`src/rtl/mbist_pkg.sv`:
```
package mbist_pkg;

  localparam int unsigned PH_W  = 3;
  localparam int unsigned SUB_W = 2;

  localparam logic [PH_W-1:0]  PH_FIRST = 3'd1;
  localparam logic [PH_W-1:0]  PH_LAST  = 3'd5;
  localparam logic [SUB_W-1:0] SUB_LAST = 2'd3;

  typedef enum logic [1:0] {
    PAT_ZERO  = 2'd0,
    PAT_ONE   = 2'd1,
    PAT_ALT01 = 2'd2,   // bit 0 set, alternating upward (0x55 for 8 bits)
    PAT_ALT10 = 2'd3    // complement of PAT_ALT01
  } pat_e;

  typedef struct packed {
    logic wr;           // 1: write access, 0: read-and-compare access
    pat_e pat;
  } step_t;

  // Decode a (phase, sub-step) pair into the access it performs.
  function automatic step_t step_of(logic [PH_W-1:0] ph, logic [SUB_W-1:0] sub);
    step_t s;
    unique case (ph)
      3'd1:    s = '{wr: 1'b1, pat: PAT_ZERO};
      3'd2:    s = '{wr: 1'b0, pat: PAT_ZERO};
      3'd3:    s = '{wr: 1'b1, pat: PAT_ONE};
      3'd4:    s = '{wr: 1'b0, pat: PAT_ONE};
      default: s = '{wr: ~sub[0], pat: (sub[1] ? PAT_ALT10 : PAT_ALT01)};
    endcase
    return s;
  endfunction

endpackage

```
`src/rtl/mbist_addr_gen.sv`:
```
module mbist_addr_gen #(
  parameter  int DEPTH = 512,
  localparam int AW    = $clog2(DEPTH)
) (
  input  logic          clk,
  input  logic          rst,
  input  logic          clr,
  input  logic          inc,
  output logic [AW-1:0] addr,
  output logic          at_last
);

  localparam logic [AW-1:0] LAST = AW'(DEPTH - 1);

  assign at_last = (addr == LAST);

  always_ff @(posedge clk) begin
    if (rst || clr) addr <= '0;
    else if (inc)   addr <= addr + 1'b1;
  end

  AST_NO_OVERFLOW: assert property (@(posedge clk) disable iff (rst)
    inc |-> !at_last) else $error("address stepped past the top");

endmodule

```
`src/rtl/mbist_step_ctl.sv`:
```
module mbist_step_ctl
  import mbist_pkg::*;
(
  input  logic             clk,
  input  logic             rst,
  input  logic             clr,
  input  logic             adv,
  input  logic             addr_last,
  output logic [PH_W-1:0]  phase,
  output logic [SUB_W-1:0] sub,
  output logic [PH_W-1:0]  nxt_phase,
  output logic [SUB_W-1:0] nxt_sub,
  output logic             addr_inc,
  output logic             addr_wrap,
  output logic             seq_last
);

  always_comb begin
    nxt_phase = phase;
    nxt_sub   = sub;
    addr_inc  = 1'b0;
    addr_wrap = 1'b0;
    if (phase != PH_LAST) begin
      // solid phases: one access per address, then move on to the next phase
      if (addr_last) begin
        nxt_phase = phase + 1'b1;
        addr_wrap = 1'b1;
      end else begin
        addr_inc = 1'b1;
      end
    end else if (sub != SUB_LAST) begin
      nxt_sub = sub + 1'b1;
    end else begin
      nxt_sub  = '0;
      addr_inc = 1'b1;
    end
  end

  assign seq_last = (phase == PH_LAST) && (sub == SUB_LAST) && addr_last;

  always_ff @(posedge clk) begin
    if (rst || clr) begin
      phase <= PH_FIRST;
      sub   <= '0;
    end else if (adv) begin
      phase <= nxt_phase;
      sub   <= nxt_sub;
    end
  end

  AST_PHASE_RANGE: assert property (@(posedge clk) disable iff (rst)
    (phase >= PH_FIRST) && (phase <= PH_LAST)) else $error("phase out of range");

  AST_SUB_IDLE: assert property (@(posedge clk) disable iff (rst)
    (phase != PH_LAST) |-> (sub == '0)) else $error("sub-step outside phase 5");

endmodule

```
`src/rtl/mbist_compare.sv`:
```
module mbist_compare #(
  parameter int DW = 8
) (
  input  logic [DW-1:0] observed,
  input  logic [DW-1:0] expected,
  output logic          mismatch
);

  // Case inequality: an unknown or floating read bit counts as an error.
  assign mismatch = (observed !== expected);

endmodule

```
`src/rtl/mem_pattern_bist.sv`:
```
module mem_pattern_bist
  import mbist_pkg::*;
#(
  parameter  int DEPTH = 512,
  parameter  int DW    = 8,
  localparam int AW    = $clog2(DEPTH)
) (
  input  logic             clk,
  input  logic             rst,
  input  logic             start,
  output logic [AW-1:0]    mem_addr,
  output logic [DW-1:0]    mem_wdata,
  output logic             mem_wstrobe,
  input  logic [DW-1:0]    mem_rdata,
  output logic             busy,
  output logic             done,
  output logic             pass,
  output logic             fail,
  output logic [PH_W-1:0]  fail_phase,
  output logic [AW-1:0]    fail_addr,
  output logic [DW-1:0]    fail_rdata,
  output logic [DW-1:0]    fail_expect
);

  localparam logic [1:0] W_DATA = 2'd0, W_RISE = 2'd1, W_HOLD = 2'd2;
  localparam logic [1:0] R_WAIT = 2'd0, R_SAMP = 2'd1;

  function automatic logic [DW-1:0] pat_bits(pat_e p);
    logic [DW-1:0] v;
    for (int i = 0; i < DW; i++) begin
      unique case (p)
        PAT_ZERO:  v[i] = 1'b0;
        PAT_ONE:   v[i] = 1'b1;
        PAT_ALT01: v[i] = (i % 2 == 0);
        default:   v[i] = (i % 2 == 1);
      endcase
    end
    return v;
  endfunction

  logic [1:0]       slot;
  logic [PH_W-1:0]  phase, nxt_phase;
  logic [SUB_W-1:0] sub, nxt_sub;
  logic             addr_inc, addr_wrap, seq_last, addr_last;
  logic             launch, adv, mismatch;
  step_t            cur_s, nxt_s, first_s;
  logic [DW-1:0]    cur_pat;

  assign launch  = start && !busy;
  assign cur_s   = step_of(phase, sub);
  assign nxt_s   = step_of(nxt_phase, nxt_sub);
  assign first_s = step_of(PH_FIRST, '0);
  assign cur_pat = pat_bits(cur_s.pat);
  assign adv     = busy && (cur_s.wr ? (slot == 2'd3) : ((slot == 2'd2) && !seq_last));

  mbist_step_ctl u_step (
    .clk       (clk),
    .rst       (rst),
    .clr       (launch),
    .adv       (adv),
    .addr_last (addr_last),
    .phase     (phase),
    .sub       (sub),
    .nxt_phase (nxt_phase),
    .nxt_sub   (nxt_sub),
    .addr_inc  (addr_inc),
    .addr_wrap (addr_wrap),
    .seq_last  (seq_last)
  );

  mbist_addr_gen #(.DEPTH(DEPTH)) u_addr (
    .clk     (clk),
    .rst     (rst),
    .clr     (launch || (adv && addr_wrap)),
    .inc     (adv && addr_inc),
    .addr    (mem_addr),
    .at_last (addr_last)
  );

  mbist_compare #(.DW(DW)) u_cmp (
    .observed (mem_rdata),
    .expected (cur_pat),
    .mismatch (mismatch)
  );

  always_ff @(posedge clk) begin
    if (rst) begin
      busy        <= 1'b0;
      done        <= 1'b0;
      pass        <= 1'b0;
      fail        <= 1'b0;
      mem_wstrobe <= 1'b1;
      mem_wdata   <= '0;
      slot        <= '0;
      fail_phase  <= '0;
      fail_addr   <= '0;
      fail_rdata  <= '0;
      fail_expect <= '0;
    end else if (!busy) begin
      if (start) begin
        busy        <= 1'b1;
        done        <= 1'b0;
        pass        <= 1'b0;
        fail        <= 1'b0;
        slot        <= '0;
        mem_wstrobe <= ~first_s.wr;
        fail_phase  <= '0;
        fail_addr   <= '0;
        fail_rdata  <= '0;
        fail_expect <= '0;
      end
    end else if (cur_s.wr) begin
      unique case (slot)
        W_DATA:  begin mem_wdata <= cur_pat; slot <= 2'd1; end
        W_RISE:  begin mem_wstrobe <= 1'b1;  slot <= 2'd2; end
        W_HOLD:  slot <= 2'd3;
        default: begin slot <= '0; mem_wstrobe <= nxt_s.wr ? 1'b0 : 1'b1; end
      endcase
    end else begin
      unique case (slot)
        R_WAIT: slot <= 2'd1;
        R_SAMP: begin
          if (mismatch) begin
            busy        <= 1'b0;
            done        <= 1'b1;
            fail        <= 1'b1;
            slot        <= '0;
            fail_phase  <= phase;
            fail_addr   <= mem_addr;
            fail_rdata  <= mem_rdata;
            fail_expect <= cur_pat;
          end else begin
            slot <= 2'd2;
          end
        end
        default: begin
          slot <= '0;
          if (seq_last) begin
            busy <= 1'b0;
            done <= 1'b1;
            pass <= 1'b1;
          end else begin
            mem_wstrobe <= nxt_s.wr ? 1'b0 : 1'b1;
          end
        end
      endcase
    end
  end

  AST_IDLE_STROBE_HIGH: assert property (@(posedge clk) disable iff (rst)
    !busy |-> mem_wstrobe) else $error("strobe low while idle");

  AST_STROBE_LOW_TWO: assert property (@(posedge clk) disable iff (rst)
    $fell(mem_wstrobe) |=> !mem_wstrobe ##1 mem_wstrobe) else $error("strobe low width");

  AST_WRITE_HOLD: assert property (@(posedge clk) disable iff (rst)
    $rose(mem_wstrobe) |-> $stable(mem_addr) && $stable(mem_wdata)) else $error("setup broken");

  AST_FAIL_AFTER_SETTLE: assert property (@(posedge clk) disable iff (rst)
    $rose(fail) |-> mem_wstrobe && $stable(mem_addr)) else $error("early sample");

  AST_FLAGS_EXCLUSIVE: assert property (@(posedge clk) disable iff (rst)
    !(pass && fail) && !(busy && done)) else $error("flag clash");

  AST_FAIL_HELD: assert property (@(posedge clk) disable iff (rst)
    (fail && !start) |=> fail && $stable(fail_addr) && $stable(fail_rdata)
                         && $stable(fail_expect) && $stable(fail_phase)) else $error("record moved");

endmodule

```
`config.mk`:
```
export PLATFORM = sky130hd
export DESIGN_NAME = mem_pattern_bist
export DESIGN_NICKNAME = d
export VERILOG_FILES = /design/src/rtl/mbist_pkg.sv /design/src/rtl/mbist_addr_gen.sv /design/src/rtl/mbist_step_ctl.sv /design/src/rtl/mbist_compare.sv /design/src/rtl/mem_pattern_bist.sv
export SDC_FILE = /design/constraint.sdc
export NUM_CORES = 1
export LEC_CHECK = 0
export BUFFER_PORTS_ARGS = -buffer_cell sky130_fd_sc_hd__buf_4
export CORE_MARGIN = 2
export CORE_UTILIZATION = 45
export CTS_BUF_LIST = sky130_fd_sc_hd__clkbuf_2
export DETAILED_ROUTE_END_ITERATION = 12
export PLACE_DENSITY_LB_ADDON = 0.3
export SYNTH_ARGS = -nofsm -noshare
export SYNTH_HDL_FRONTEND = slang
export SYNTH_SLANG_ARGS = --single-unit
```
`constraint.sdc`:
```
create_clock -name clk -period 4.49 [get_ports clk]
set_input_delay 0.449 -clock clk [delete_from_list [all_inputs] [get_ports clk]]
set_output_delay 0.449 -clock clk [all_outputs]
set_load 0.05 [all_outputs]
```
==> impl_metrics.ini <==
[detailed_routing]
vias = 2348
wl_per_cell_um = 14.3
wl_mm = 6.13
dr.pass1.iters = 4
drc = 0
first_iter_violations = 110
ant_nets = 0
vias_per_cell = 5.47

[sta]
fin_ws_ns = 1.66
rsz0062_at_grt = no
setup_violations = 0
finalClockSkew_ns = 0.0238
period_needed_ns = 2.83
period_share_pct = 63.0
worst_slew_pin_slew_ns = 0.737
holdWs_ns = 0.235
drv_slew = 0
fmax_mhz = 354
fin_setup_tns_ns = 0
slew_headroom_pct = 49.9
hold_viol = 0

[setup_path]
cp_data_required_time_ns = 4.88
cp-startpoint = u_addr.addr[3]$_SDFFE_PP0P_
endpoint_kind = register
crit_fanout = 17
worstPathArrival_ns = 3.22
worst-setup-path-type = reg2reg
reg2reg_from = u_addr.addr[3]$_SDFFE_PP0P_
crit_path_start_kind = register

[synth]
yosysSeqAreaShare_pct = 35.2
syn_avg_cell_area_um2 = 8.11
synth.distinct_cells = 49
yosysTopAreaCell = dfxtp_1
synth-main-ff-cell = dfxtp_1
synth.top_cell.area_share_pct = 35.2
netlist_area_um2 = 2560
ys_seq_elements = 45
syn_inst = 316
synth_edf_count = 0
synth_area_leaders = dfxtp_1 35%, ha_1 7.3%, o21ai_0 6.8%
async_flop_share_pct = 0
yosys_warnings = 0
synth_nets = 342

[run]
cap_violations = 0

[cells_and_area]
finalNetCount = 382
drive_above_1_share_pct = 22.7
antenna_cells = 0
syn2layout_area_growth_pct = 19.1

[placed_design]
gp_congestion = 0.890
post-dp-hpwl_mm = 4.39
port_buffers = 60
post-place-ws_ns = 1.71

[die]
die_width_um = 79.5
core_area_um2 = 5510
num_rows = 27
ios = 61
die-area_um2 = 6310
start_util_pct = 46.5
fp.dieH_um = 79.5

[global_routing]
grt_util_all_layers_pct = 19.6
grt.overflow.total = 0
grt_pass1_vias = 2093
antenna_found_initial = 0
grt_pass1_wl_mm = 9.93
grt_max_degree = 45

[power]
p_seq_share_pct = 53.5
p_comb_share_pct = 7.7
pwr-share-clk_pct = 38.8
swShare_pct = 24.0
p_per_area_nw_per_um2 = 248
power.net_switching_mw = 0.182
ir_worst_vdd_mv = 0.141
p_leak_nw = 1.21
p_int_mw = 0.576

[clock_tree]
tritoncts = done
insertion_delay_ns = 0.44
post_cts_resize_count = 0
postCtsSetupRepairBufs = 0
htreeDepth = 2
clockBufferDepth = 2
clkTransAtPathRegs_ns = 0.25
numCtsBuffers = 5
cts_sinks = 45
hold_buffers = 0
clockRootBuffer = clkbuf_2

[min_path]
min_from = mem_rdata[5]
holdCritPathClass = in2reg

[run_status]
status = completed
[cells by family (layout without fill, tap and decap cells)]
kind of cell | Yosys count | in the layout | share of synthesized area, %
xor gates and xnor gates | 2 | 2 | 0.684
adders and majority gates | 15 | 15 | 7.32
DFF | 45 | 45 | 35.2
and+or+nand+nor | 129 | 129 | 26.8
muxes | 10 | 10 | 4.20
AOI/OAI and AO/OA | 73 | 73 | 17.4
buffers and inverters | 42 | 83 | 8.45
[power groups by stage]
stage | Clock [mW] | Sequential [mW] | Combinational [mW]
after floorplan | 0 | 0.418 | 0.0311
after global placement | 0 | 0.413 | 0.0582
after detailed placement | 0 | 0.413 | 0.0587
after CTS | 0.297 | 0.405 | 0.0589
after global routing | 0.312 | 0.406 | 0.0641
final | 0.294 | 0.405 | 0.0587
[cells in the final DEF, fill, tap and decap left out, types with 3 or more instances in the layout]
cell type,Yosys,layout
a21oi_1,16,15
and2_1,3,3
buf_4,12,63
clkbuf_2,0,5
dfxtp_1,45,45
ha_1,15,15
inv_1,12,12
mux2_2,3,3
mux2i_1,6,6
nand2_1,44,44
nand2b_1,4,4
nand3_1,9,9
nand3b_1,23,23
nand4_1,5,5
nor2_1,15,15
nor3_1,8,8
nor4_1,4,4
o211ai_1,3,3
o21ai_0,35,35
o31ai_1,3,3
o32ai_1,3,3
[cells in the mapped netlist (2+ instances only)]
library cell,number
inv_1,12
mux2i_1,6
o31ai_1,3
nand3_1,9
dfxtp_1,45
nand2_1,44
a21oi_1,16
nor2_1,15
nand4_1,5
nor4_1,4
nand3b_1,23
mux2_2,3
o21ai_0,35
or3_1,2
buf_4,12
o211ai_1,3
buf_2,5
o32ai_1,3
or4_1,2
ha_1,15
clkbuf_1,11
and4_1,2
nand2b_1,4
nor3_1,8
nor3b_1,2
and2_1,3
o21a_1,2
[per-layer routing]
layer / up-vias / wire, um / GRT usage (%)
li1: 1184 / - / -
met1: 1091 / 2940 / 26.8
met2: 68 / 2800 / 30.5
met3: 5 / 334 / 4.19
met4: 0 / 56 / 6.55
met5: - / 0 / 0
[area by class of cell]
class                           instances  area (um^2)
Multi-Input combinational cell        229         1450
Timing Repair Buffer                   63          473
Tap cell                               72         90.1
Sequential cell                        45          901
Clock inverter                          3         68.8
Inverter                               12         45.0
Fill cell                             524         2450
Clock buffer                            5         25.0
[worst paths after layout]
check	endpoint	slack, ns	cells past startpoint
worst max-delay path	u_addr.addr[1]$_SDFFE_PP0P_	1.66	9
worst min-delay path	fail_rdata[5]$_SDFFE_PP0P_	0.24	3
worst max register to register	u_addr.addr[1]$_SDFFE_PP0P_	1.66	9
worst min register to register	fail_rdata[5]$_SDFFE_PP0P_	0.47	2
[sequential cells by signal, indices dropped and copies added, names as in the netlist, 2 cells and up, named ones only]
register	cells
fail_addr	9
u_addr.addr	9
fail_rdata	8
fail_phase	3
u_step.phase	3
fail_expect	2
mem_wdata	2
slot	2
[through the flow]
stage | power (mW) | instances | area, um^2 | util [%]
finish | 0.758 | 429 | 3050 | 55.4
global route | 0.782 | 429 | 3050 | 55.4
CTS | 0.761 | 429 | 3050 | 55.4
detailed placement | 0.471 | 421 | 2960 | 53.7
global placement | 0.471 | 421 | 2960 | 53.7
floorplan | 0.449 | 316 | 2560 | -
[critical path: stages, from the launching register on]
cell	delay (ns)
dfxtp_1	0.50
nand4_1	0.18
or2_2	0.33
nor2_1	0.15
ha_1	0.26
nand4_1	0.16
and2_1	0.24
mux2i_2	0.59
o21ai_0	0.19
a21oi_1	0.16
(Power assumes the default switching activity.)
